==> src/rtl/pbs_pkg.sv <==
// Shared types for the pipelined burst SRAM.
// Assumes a burst counter two bits wide, so bursts cover four words.
package pbs_pkg;
    localparam int BURST_BITS = 2;

    typedef enum logic [1:0] {
        OP_DESEL = 2'd0,
        OP_READ  = 2'd1,
        OP_WRITE = 2'd2
    } op_e;

    // Low address bits of one burst step, in linear or interleaved order.
    function automatic logic [BURST_BITS-1:0] burst_low(
        input logic [BURST_BITS-1:0] base,
        input logic [BURST_BITS-1:0] step,
        input logic                  linear
    );
        return linear ? (base + step) : (base ^ step);
    endfunction
endpackage

==> src/rtl/pbs_ctrl.sv <==
// Cycle controller: decodes the selects, the strobes and the write enables.
// Runs the burst counter and captures one cycle's address, op, mask and data.
// Assumes that AW is at least BURST_BITS + 1.
module pbs_ctrl
    import pbs_pkg::*;
#(
    parameter int AW    = 6,
    parameter int LANES = 4,
    parameter int LW    = 9
) (
    input  logic                clk,
    input  logic                rst_n,
    input  logic [AW-1:0]       addr,
    input  logic                sel_a_n,
    input  logic                sel_b,
    input  logic                sel_c_n,
    input  logic                start_p_n,
    input  logic                start_c_n,
    input  logic                adv_n,
    input  logic                burst_linear,
    input  logic [LANES-1:0]    lane_we_n,
    input  logic                byte_wr_n,
    input  logic                all_wr_n,
    input  logic [LANES*LW-1:0] din,
    output op_e                 op_q,
    output logic [AW-1:0]       addr_q,
    output logic [LANES-1:0]    mask_q,
    output logic [LANES*LW-1:0] wdata_q
);
    localparam int UPPER = AW - BURST_BITS;

    logic                  sel_ok, strobe;
    logic [LANES-1:0]      wr_mask;
    logic [AW-1:0]         base_q, nxt_base, nxt_addr;
    logic [BURST_BITS-1:0] cnt_q, nxt_cnt;
    logic                  active_q, nxt_active;
    logic [LANES-1:0]      nxt_mask;
    op_e                   nxt_op;

    // Decode of the three selects, the strobes and the lane write mask.
    always_comb begin
        sel_ok  = !sel_a_n && sel_b && !sel_c_n;
        strobe  = !start_p_n || !start_c_n;
        wr_mask = !all_wr_n ? '1 : (!byte_wr_n ? ~lane_we_n : '0);
    end

    // Next cycle: a burst start, a burst continuation or a deselect.
    always_comb begin
        nxt_op     = OP_DESEL;
        nxt_addr   = addr_q;
        nxt_base   = base_q;
        nxt_cnt    = cnt_q;
        nxt_active = active_q;
        nxt_mask   = '0;
        if (strobe) begin
            if (sel_ok) begin
                nxt_active = 1'b1;
                nxt_base   = addr;
                nxt_cnt    = '0;
                nxt_addr   = addr;
                if (!start_p_n) begin
                    nxt_op = OP_READ;
                end else begin
                    nxt_mask = wr_mask;
                    nxt_op   = (|wr_mask) ? OP_WRITE : OP_READ;
                end
            end else begin
                nxt_active = 1'b0;
            end
        end else if (active_q) begin
            nxt_cnt  = adv_n ? cnt_q : cnt_q + BURST_BITS'(1);
            nxt_addr = {base_q[AW-1:BURST_BITS],
                        burst_low(base_q[BURST_BITS-1:0], nxt_cnt, burst_linear)};
            nxt_mask = wr_mask;
            nxt_op   = (|wr_mask) ? OP_WRITE : OP_READ;
        end
    end

    // Capture registers for the cycle and the burst state.
    always_ff @(posedge clk) begin
        if (!rst_n) begin
            op_q     <= OP_DESEL;
            addr_q   <= '0;
            mask_q   <= '0;
            wdata_q  <= '0;
            base_q   <= '0;
            cnt_q    <= '0;
            active_q <= 1'b0;
        end else begin
            op_q     <= nxt_op;
            addr_q   <= nxt_addr;
            mask_q   <= nxt_mask;
            base_q   <= nxt_base;
            cnt_q    <= nxt_cnt;
            active_q <= nxt_active;
            if (nxt_op == OP_WRITE) begin
                wdata_q <= din;
            end
        end
    end

    assert_bad_select_R1: assert property (@(posedge clk) disable iff (!rst_n)
        (strobe && !sel_ok) |=> (op_q == OP_DESEL));

    assert_global_write_R4: assert property (@(posedge clk) disable iff (!rst_n)
        (start_p_n && !start_c_n && sel_ok && !all_wr_n) |=> (op_q == OP_WRITE && &mask_q));

    assert_proc_start_read_R12: assert property (@(posedge clk) disable iff (!rst_n)
        (!start_p_n && sel_ok) |=> (op_q == OP_READ && mask_q == '0));

    assert_hold_address_R10: assert property (@(posedge clk) disable iff (!rst_n)
        (start_p_n && start_c_n && active_q && adv_n) |=> $stable(addr_q));

    assert_upper_fixed_R8: assert property (@(posedge clk) disable iff (!rst_n)
        (start_p_n && start_c_n && active_q) |=> $stable(addr_q[AW-1:AW-UPPER]));
endmodule

==> src/rtl/pbs_array.sv <==
// Storage array with per-lane write commit. Reads are combinational from the captured address.
// Assumes that the contents are not reset: writes take place only on captured write cycles.
module pbs_array #(
    parameter int AW    = 6,
    parameter int LANES = 4,
    parameter int LW    = 9
) (
    input  logic                clk,
    input  logic                wr_i,
    input  logic [AW-1:0]       waddr_i,
    input  logic [LANES-1:0]    mask_i,
    input  logic [LANES*LW-1:0] wdata_i,
    input  logic [AW-1:0]       raddr_i,
    output logic [LANES*LW-1:0] rdata_o
);
    localparam int DEPTH = 1 << AW;
    localparam int DW    = LANES * LW;

    logic [DW-1:0] mem [DEPTH];

    // Commit each enabled lane of the captured write.
    always_ff @(posedge clk) begin
        if (wr_i) begin
            for (int l = 0; l < LANES; l++) begin
                if (mask_i[l]) begin
                    mem[waddr_i][l*LW +: LW] <= wdata_i[l*LW +: LW];
                end
            end
        end
    end

    // Array read port.
    always_comb rdata_o = mem[raddr_i];
endmodule

==> src/rtl/pbs_outreg.sv <==
// Output pipeline register and drive enable.
// Assumes that only a captured read loads the register; any other cycle releases the bus one clock later.
module pbs_outreg
    import pbs_pkg::*;
#(
    parameter int DW = 36
) (
    input  logic          clk,
    input  logic          rst_n,
    input  op_e           op_i,
    input  logic [DW-1:0] rdata_i,
    input  logic          oe_n,
    output logic [DW-1:0] dq_o,
    output logic          dq_oe
);
    logic valid_q;

    // Load the read word and record whether it may be driven.
    always_ff @(posedge clk) begin
        if (!rst_n) begin
            valid_q <= 1'b0;
            dq_o    <= '0;
        end else begin
            valid_q <= (op_i == OP_READ);
            if (op_i == OP_READ) begin
                dq_o <= rdata_i;
            end
        end
    end

    // The output enable gates the drivers directly, with no clock.
    always_comb dq_oe = valid_q && !oe_n;

    assert_read_drives_R2: assert property (@(posedge clk) disable iff (!rst_n)
        (op_i == OP_READ) |=> valid_q);

    assert_write_release_R7: assert property (@(posedge clk) disable iff (!rst_n)
        (op_i == OP_WRITE) |=> !valid_q);

    assert_deselect_release_R6: assert property (@(posedge clk) disable iff (!rst_n)
        (op_i == OP_DESEL) |=> !valid_q);
endmodule

==> src/rtl/pipe_burst_sram.sv <==
// Top of the pipelined burst SRAM: controller, array and output stage.
// Assumes that a pad tristate is built outside from dq_o and dq_oe.
module pipe_burst_sram
    import pbs_pkg::*;
#(
    parameter int AW    = 6,
    parameter int LANES = 4,
    parameter int LW    = 9
) (
    input  logic                clk,
    input  logic                rst_n,
    input  logic [AW-1:0]       addr,
    input  logic                sel_a_n,
    input  logic                sel_b,
    input  logic                sel_c_n,
    input  logic                start_p_n,
    input  logic                start_c_n,
    input  logic                adv_n,
    input  logic                burst_linear,
    input  logic [LANES-1:0]    lane_we_n,
    input  logic                byte_wr_n,
    input  logic                all_wr_n,
    input  logic                oe_n,
    input  logic [LANES*LW-1:0] dq_i,
    output logic [LANES*LW-1:0] dq_o,
    output logic                dq_oe
);
    localparam int DW = LANES * LW;

    op_e              op_q;
    logic [AW-1:0]    addr_q;
    logic [LANES-1:0] mask_q;
    logic [DW-1:0]    wdata_q, rdata;

    pbs_ctrl #(.AW(AW), .LANES(LANES), .LW(LW)) u_ctrl (
        .clk(clk), .rst_n(rst_n), .addr(addr),
        .sel_a_n(sel_a_n), .sel_b(sel_b), .sel_c_n(sel_c_n),
        .start_p_n(start_p_n), .start_c_n(start_c_n), .adv_n(adv_n),
        .burst_linear(burst_linear), .lane_we_n(lane_we_n),
        .byte_wr_n(byte_wr_n), .all_wr_n(all_wr_n), .din(dq_i),
        .op_q(op_q), .addr_q(addr_q), .mask_q(mask_q), .wdata_q(wdata_q)
    );

    pbs_array #(.AW(AW), .LANES(LANES), .LW(LW)) u_array (
        .clk(clk), .wr_i(op_q == OP_WRITE), .waddr_i(addr_q),
        .mask_i(mask_q), .wdata_i(wdata_q), .raddr_i(addr_q), .rdata_o(rdata)
    );

    pbs_outreg #(.DW(DW)) u_out (
        .clk(clk), .rst_n(rst_n), .op_i(op_q), .rdata_i(rdata),
        .oe_n(oe_n), .dq_o(dq_o), .dq_oe(dq_oe)
    );
endmodule

==> config.mk <==
export PLATFORM = sky130hd
export DESIGN_NAME = pipe_burst_sram
export DESIGN_NICKNAME = d
export VERILOG_FILES = /design/src/rtl/pbs_pkg.sv /design/src/rtl/pbs_ctrl.sv /design/src/rtl/pbs_array.sv /design/src/rtl/pbs_outreg.sv /design/src/rtl/pipe_burst_sram.sv
export SDC_FILE = /design/constraint.sdc
export NUM_CORES = 2
export LEC_CHECK = 0
export ABC_AREA = 1
export BUFFER_PORTS_ARGS = -buffer_cell sky130_fd_sc_hd__buf_2
export CORE_MARGIN = 3
export CORE_UTILIZATION = 55
export CTS_BUF_LIST = sky130_fd_sc_hd__clkbuf_8
export DETAILED_ROUTE_END_ITERATION = 16
export PLACE_DENSITY_LB_ADDON = 0.05
export REMOVE_ABC_BUFFERS = 1
export SETUP_SLACK_MARGIN = 0.3
export SLEW_MARGIN = 20
export SYNTH_ARGS = -nofsm -noshare
export SYNTH_HDL_FRONTEND = slang
export SYNTH_SLANG_ARGS = --single-unit
==> constraint.sdc <==
create_clock -name clk -period 5.55 [get_ports clk]
set_input_delay 0.2775 -clock clk [delete_from_list [all_inputs] [get_ports clk]]
set_output_delay 0.2775 -clock clk [all_outputs]
set_load 0.1 [all_outputs]
# Yosys cells after proc, flatten, opt, wreduce, memory -nomap -nowiden
# Memory sizes are Yosys's and may differ from the RTL's. A register that Yosys moved wholly into a read port is not among the register bits.
# Cells that the tools add are included.
# W data, S select, Z words.
# op_classes
addsub	2
n_bitwise	2
eq_ne	4
n_mux	32
reduce_logical	14
# op_table
operator	n
$mux W4	6
$mux W2	10
$mux W6	3
$mux W1	13
$logic_not A1 Y1	6
$eq A2 B2 Y1 const B	2
$not A4 Y4	1
$reduce_and A2 Y1	2
$reduce_or A4 Y1	1
$logic_and A1 B1 Y1	3
$add A2 B1 Y2 const B	1
$add A2 B2 Y2	1
$eq A2 B1 Y1 const B	1
$ne A2 B1 Y1 const B	1
$reduce_bool A2 Y1	1
$xor A2 B2 Y2	1
$logic_or A1 B1 Y1	1
# totals
ramBits	2304
word_cells	63
mem_count	1
in_bits	58
out_inout_bits	37
reg_bits	58
# memory_table
name	words	width	rd	rd_clocked_by_memory_dff	write_ports	line	text
u_array.mem	64	36	1	1	1	pbs_array.sv:19	logic [DW-1:0] mem [DEPTH];

# Logic depth before layout (Yosys ltp)
# logic_depth
depth_word	9
ltp_mapped	17
mapped_depth_nobuf	13

# By module
# From an unflattened synthesis, not the netlist that was laid out.
# hier_totals
hier_cells	8443
hier_area_um2	97360.9
# modules_own_cells
mod	seq_area_each_um2	area_per_inst_um2	n_inst	cells_each
pbs_array	69186.4	93337.0	1	7848
pbs_ctrl	1141.1	2404.8	1	356
pbs_outreg	740.7	1609.0	1	237
pipe_burst_sram	0.0	10.0	1	2

# Least setup slack after synthesis
# Ideal clock, no wire load.
# synth_path
kind	reg2reg
from	register u_ctrl.addr_q[0]
to	memory u_array.mem[17][0] (enable)
path_slack_ns	3.418
path_stages_with_launch	9
arrival_ns	1.758
synth_period_minus_slack_ns	2.132
required_time_ns	5.176
setup_ns	0.374
n_path_buf	4
path_cell_list	dfxtp_1 buf_6 inv_4 buf_6 buf_6 buf_4 nor2_1 nand2_1 nor2_1
# synth_lines
item	line	text
from (decl)	pbs_ctrl.sv:26	output logic [AW-1:0] addr_q,
from (signal assigned)	pbs_ctrl.sv:91	addr_q <= nxt_addr;
to (decl)	pbs_array.sv:19	
# No word-level cell before the write port.

# Final worst setup path
# layout_path
from	register u_ctrl.addr_q[3]
to	memory u_array.mem[57][3] (enable)
# No word-level cell before the write port.

==> results_dict.tcl <==
set metrics [dict create \
    finalWorstSetupSlack_ns 1.41 \
    initial_core_util_pct 55.4 \
    r2r-end "u_array.mem[57][3]" \
    dp.final_hpwl_mm 161 \
    clock-root-buffer "clkbuf_8" \
    ys_seq_elements 2398 \
    power.static_leakage_nw 47.2 \
    setup.worst_path.end_class "flip-flop" \
    viasPerCell 5.36 \
    floorplan.io_pins 95 \
    most-common-layout-cells "nand2_1, edfxtp_1, nor2_1, clkbuf_8, inv_1" \
    outcome "completed" \
    regToRegSetupSlack_ns 1.41 \
    clock_sink_count 2398 \
    timing.hold.worst.class "in2reg" \
    worstPathArrival_ns 4.82 \
    cells_on_worst_reg2reg_path 4 \
    grt_first_pass_wirelength_mm 431 \
    dieArea_sq_mm 0.190 \
    synth_edf_count 2304 \
    fp.dieW_um 436 \
    regToRegStartpoint "u_ctrl.addr_q[3]" \
    clock_insertion_delay_worst_skew_ns 1.08 \
    grt_antenna_before_repair 15 \
    tns_ns 0 \
    drtAntennaViolNets 0 \
    drtPass1Iterations 6 \
    globalplace.congestion 0.859 \
    critPathLaunchType "flip-flop" \
    fmaxAchievable_ghz 0.242 \
    seq_power_share_pct 54.6 \
    nets 10500 \
    netSwitchingFraction_pct 23.8 \
    core-area_sq_mm 0.183 \
    io_buffer_count 94 \
    placementRows 157 \
    vdd_ir_drop_max_uv 234 \
    ys_warn_count 0 \
    critPathKind "reg2reg" \
    cts-root-to-sink-buffers 4 \
    cts-resized-gates 0 \
    power_per_cell_area_mw_per_mm2 323 \
    synth_top_area_share_pct 68.1 \
    min_from "start_p_n" \
    pre_cts_slack_ns 1.56 \
    share_clk_of_total_power_pct 39.4 \
    wire_per_inst_um 22.1 \
    grt_remaining_overflow 0 \
    post-route-min-period_ns 4.14 \
    internal_power_mw 27.6 \
    htreeDepth 5 \
    filler_free_cell_count_of_the_finished_design 13200 \
    netlist_top_cells_area "edfxtp_1, nand2_1, dfxtp_1" \
    asyncSetResetFlopFracSynth_pct 0 \
    critical_path_required_ns 6.23 \
    synth_sequential_area_ratio_pct 69.9 \
    holdPathStages 4 \
    final_core_util_pct 61.1 \
    pwr-share-comb_pct 6.0 \
    n_fill_cell 15600 \
    cts.repair_timing.setup_buffer_count 0 \
    post-route-drc-count 0 \
    maxCapViolations 0 \
    grt_setup_unrepaired "no" \
    worst-path-max-fanout 15 \
    largest_net_degree_at_the_start_of_global_routing 205 \
    netlist-cell-type-count 32 \
    synth_flop_cell "edfxtp_1" \
    clock_skew_ns 0.0500 \
    grt_pass1_vias 68600 \
    syn-instance-count 10200 \
    groute.usage.overall_pct 30.4 \
    timing.hold.ws_ns 0.150 \
    synth_top_area_cell "edfxtp_1" \
    cts_tree "done" \
    vias 70800 \
    initialDrtViolationCount 7098 \
    setup-violations-final 0 \
    syn_area_sq_mm 0.102 \
    timing_hold_violations_final 0 \
    postRouteWirelength_mm 292 \
    slew-limit-headroom_pct 18.9 \
    holdPathEnd "u_ctrl.mask_q[2]" \
    layout.cells.most_common "nand2_1" \
    drive_gt1_share_pct 6.95 \
    fp.dieH_um 436 \
    area_growth_syn_to_layout_pct 10.4 \
    worst_pin_slew_ns 1.22 \
    p_sw_mw 8.61 \
    place.detailed.instances 12300 \
    syn-mean-instance-area_sq_um 9.97 \
    finalCritPeriodShare_pct 74.6 \
    cts_buffers 402 \
    clk_pin_slew_ns 0.06 \
    maxSlewViolCount 0 \
]
-- cell usage after synthesis, types with 5 or more instances --
master and count:
dfxtp_1 94, a31oi_1 5, buf_6 51, buf_2 250
o21ai_0 64, nor3_2 8, clkbuf_1 146, a21oi_1 52
nand3_1 47, edfxtp_1 2304, nor2_2 7, buf_1 16
o211ai_1 7, nand2_1 6490, inv_2 5, buf_4 64
inv_1 123, nor2_1 438
-- cell families (layout without fill, tap and decap cells) --
logic type,count (synthesis),in the layout,synth area share [%]
other cells,0,12,0
simple gates,6997,6997,26.0
compound gates,132,132,0.676
flops,2398,2398,69.9
buf+inv,661,1195,3.37
fa+ha+maj,1,1,0.0123
xor+xnor,4,4,0.0345
-- registers in the layout (all words and copies together) (netlist names) --
| signal | count |
|---|---|
| u_array.mem | 2304 |
| u_ctrl.wdata_q | 36 |
| u_out.dq_o | 36 |
| u_ctrl.addr_q | 6 |
| u_ctrl.base_q | 6 |
| u_ctrl.mask_q | 4 |
| u_ctrl.cnt_q | 2 |
| u_ctrl.op_q | 2 |
| u_ctrl.active_q | 1 |
| u_out.valid_q | 1 |
-- worst max-delay path: stages, from the launching register on --
cell and delay (ns):
dfxtp_1 0.62, inv_1 0.30, nor3_4 0.82, nand2_1 1.01
nor2_1 0.97
-- metal layers --
layer | routed length (um) | GRT usage [%] | vias to the layer above
li1 | - | - | 33300
met1 | 120000 | 41.3 | 33900
met2 | 136000 | 48.0 | 3030
met3 | 23400 | 5.83 | 610
met4 | 13000 | 13.4 | 8
met5 | 48 | 0 | -
-- worst max-delay path by stage --
stage          cells past startpoint                  end        startpoint
6_report                           4   u_array.mem[57][3]  u_ctrl.addr_q[3]
3_3_place_gp                       5  u_array.mem[56][27]  u_ctrl.addr_q[3]
3_5_place_dp                       5  u_array.mem[56][16]  u_ctrl.addr_q[3]
4_1_cts                            5   u_array.mem[56][8]  u_ctrl.addr_q[3]
5_1_grt                            5  u_array.mem[56][33]  u_ctrl.addr_q[3]
2_1_floorplan                      4   u_array.mem[15][0]  u_ctrl.addr_q[0]
-- cell type report --
class	instances	area, sq um	area share, %
Inverter	131	523	0.466
Sequential cell	2398	71100	63.4
Multi-Input combinational cell	7134	27300	24.3
Clock buffer	431	5930	5.29
Antenna cell	12	30.0	0.0268
Clock inverter	274	1220	1.09
Tap cell	2464	3080	2.75
Timing Repair Buffer	359	2980	2.66
-- timing repair --
action	4_1_cts	5_1_grt
endpoints found under the hold margin	59	0
endpoints found under the setup margin	0	0
hold buffers	156	0
-- power groups by stage --
stage	combinational, mW	sequential [mW]	clock (mW)
2_1_floorplan	1.64	20.4	0
3_3_place_gp	2.05	20.2	0
3_5_place_dp	2.05	20.2	0
4_1_cts	2.15	19.8	14.5
5_1_grt	2.40	19.8	15.3
6_report	2.17	19.8	14.3
-- stage by stage --
step	instance area [sq um]	power (mW)
after floorplan	98700	22.0
after global placement	103000	22.2
after detailed placement	103000	22.2
after CTS	112000	36.4
after global routing	112000	37.5
final	112000	36.2
Power figures use the tool's default switching activity.
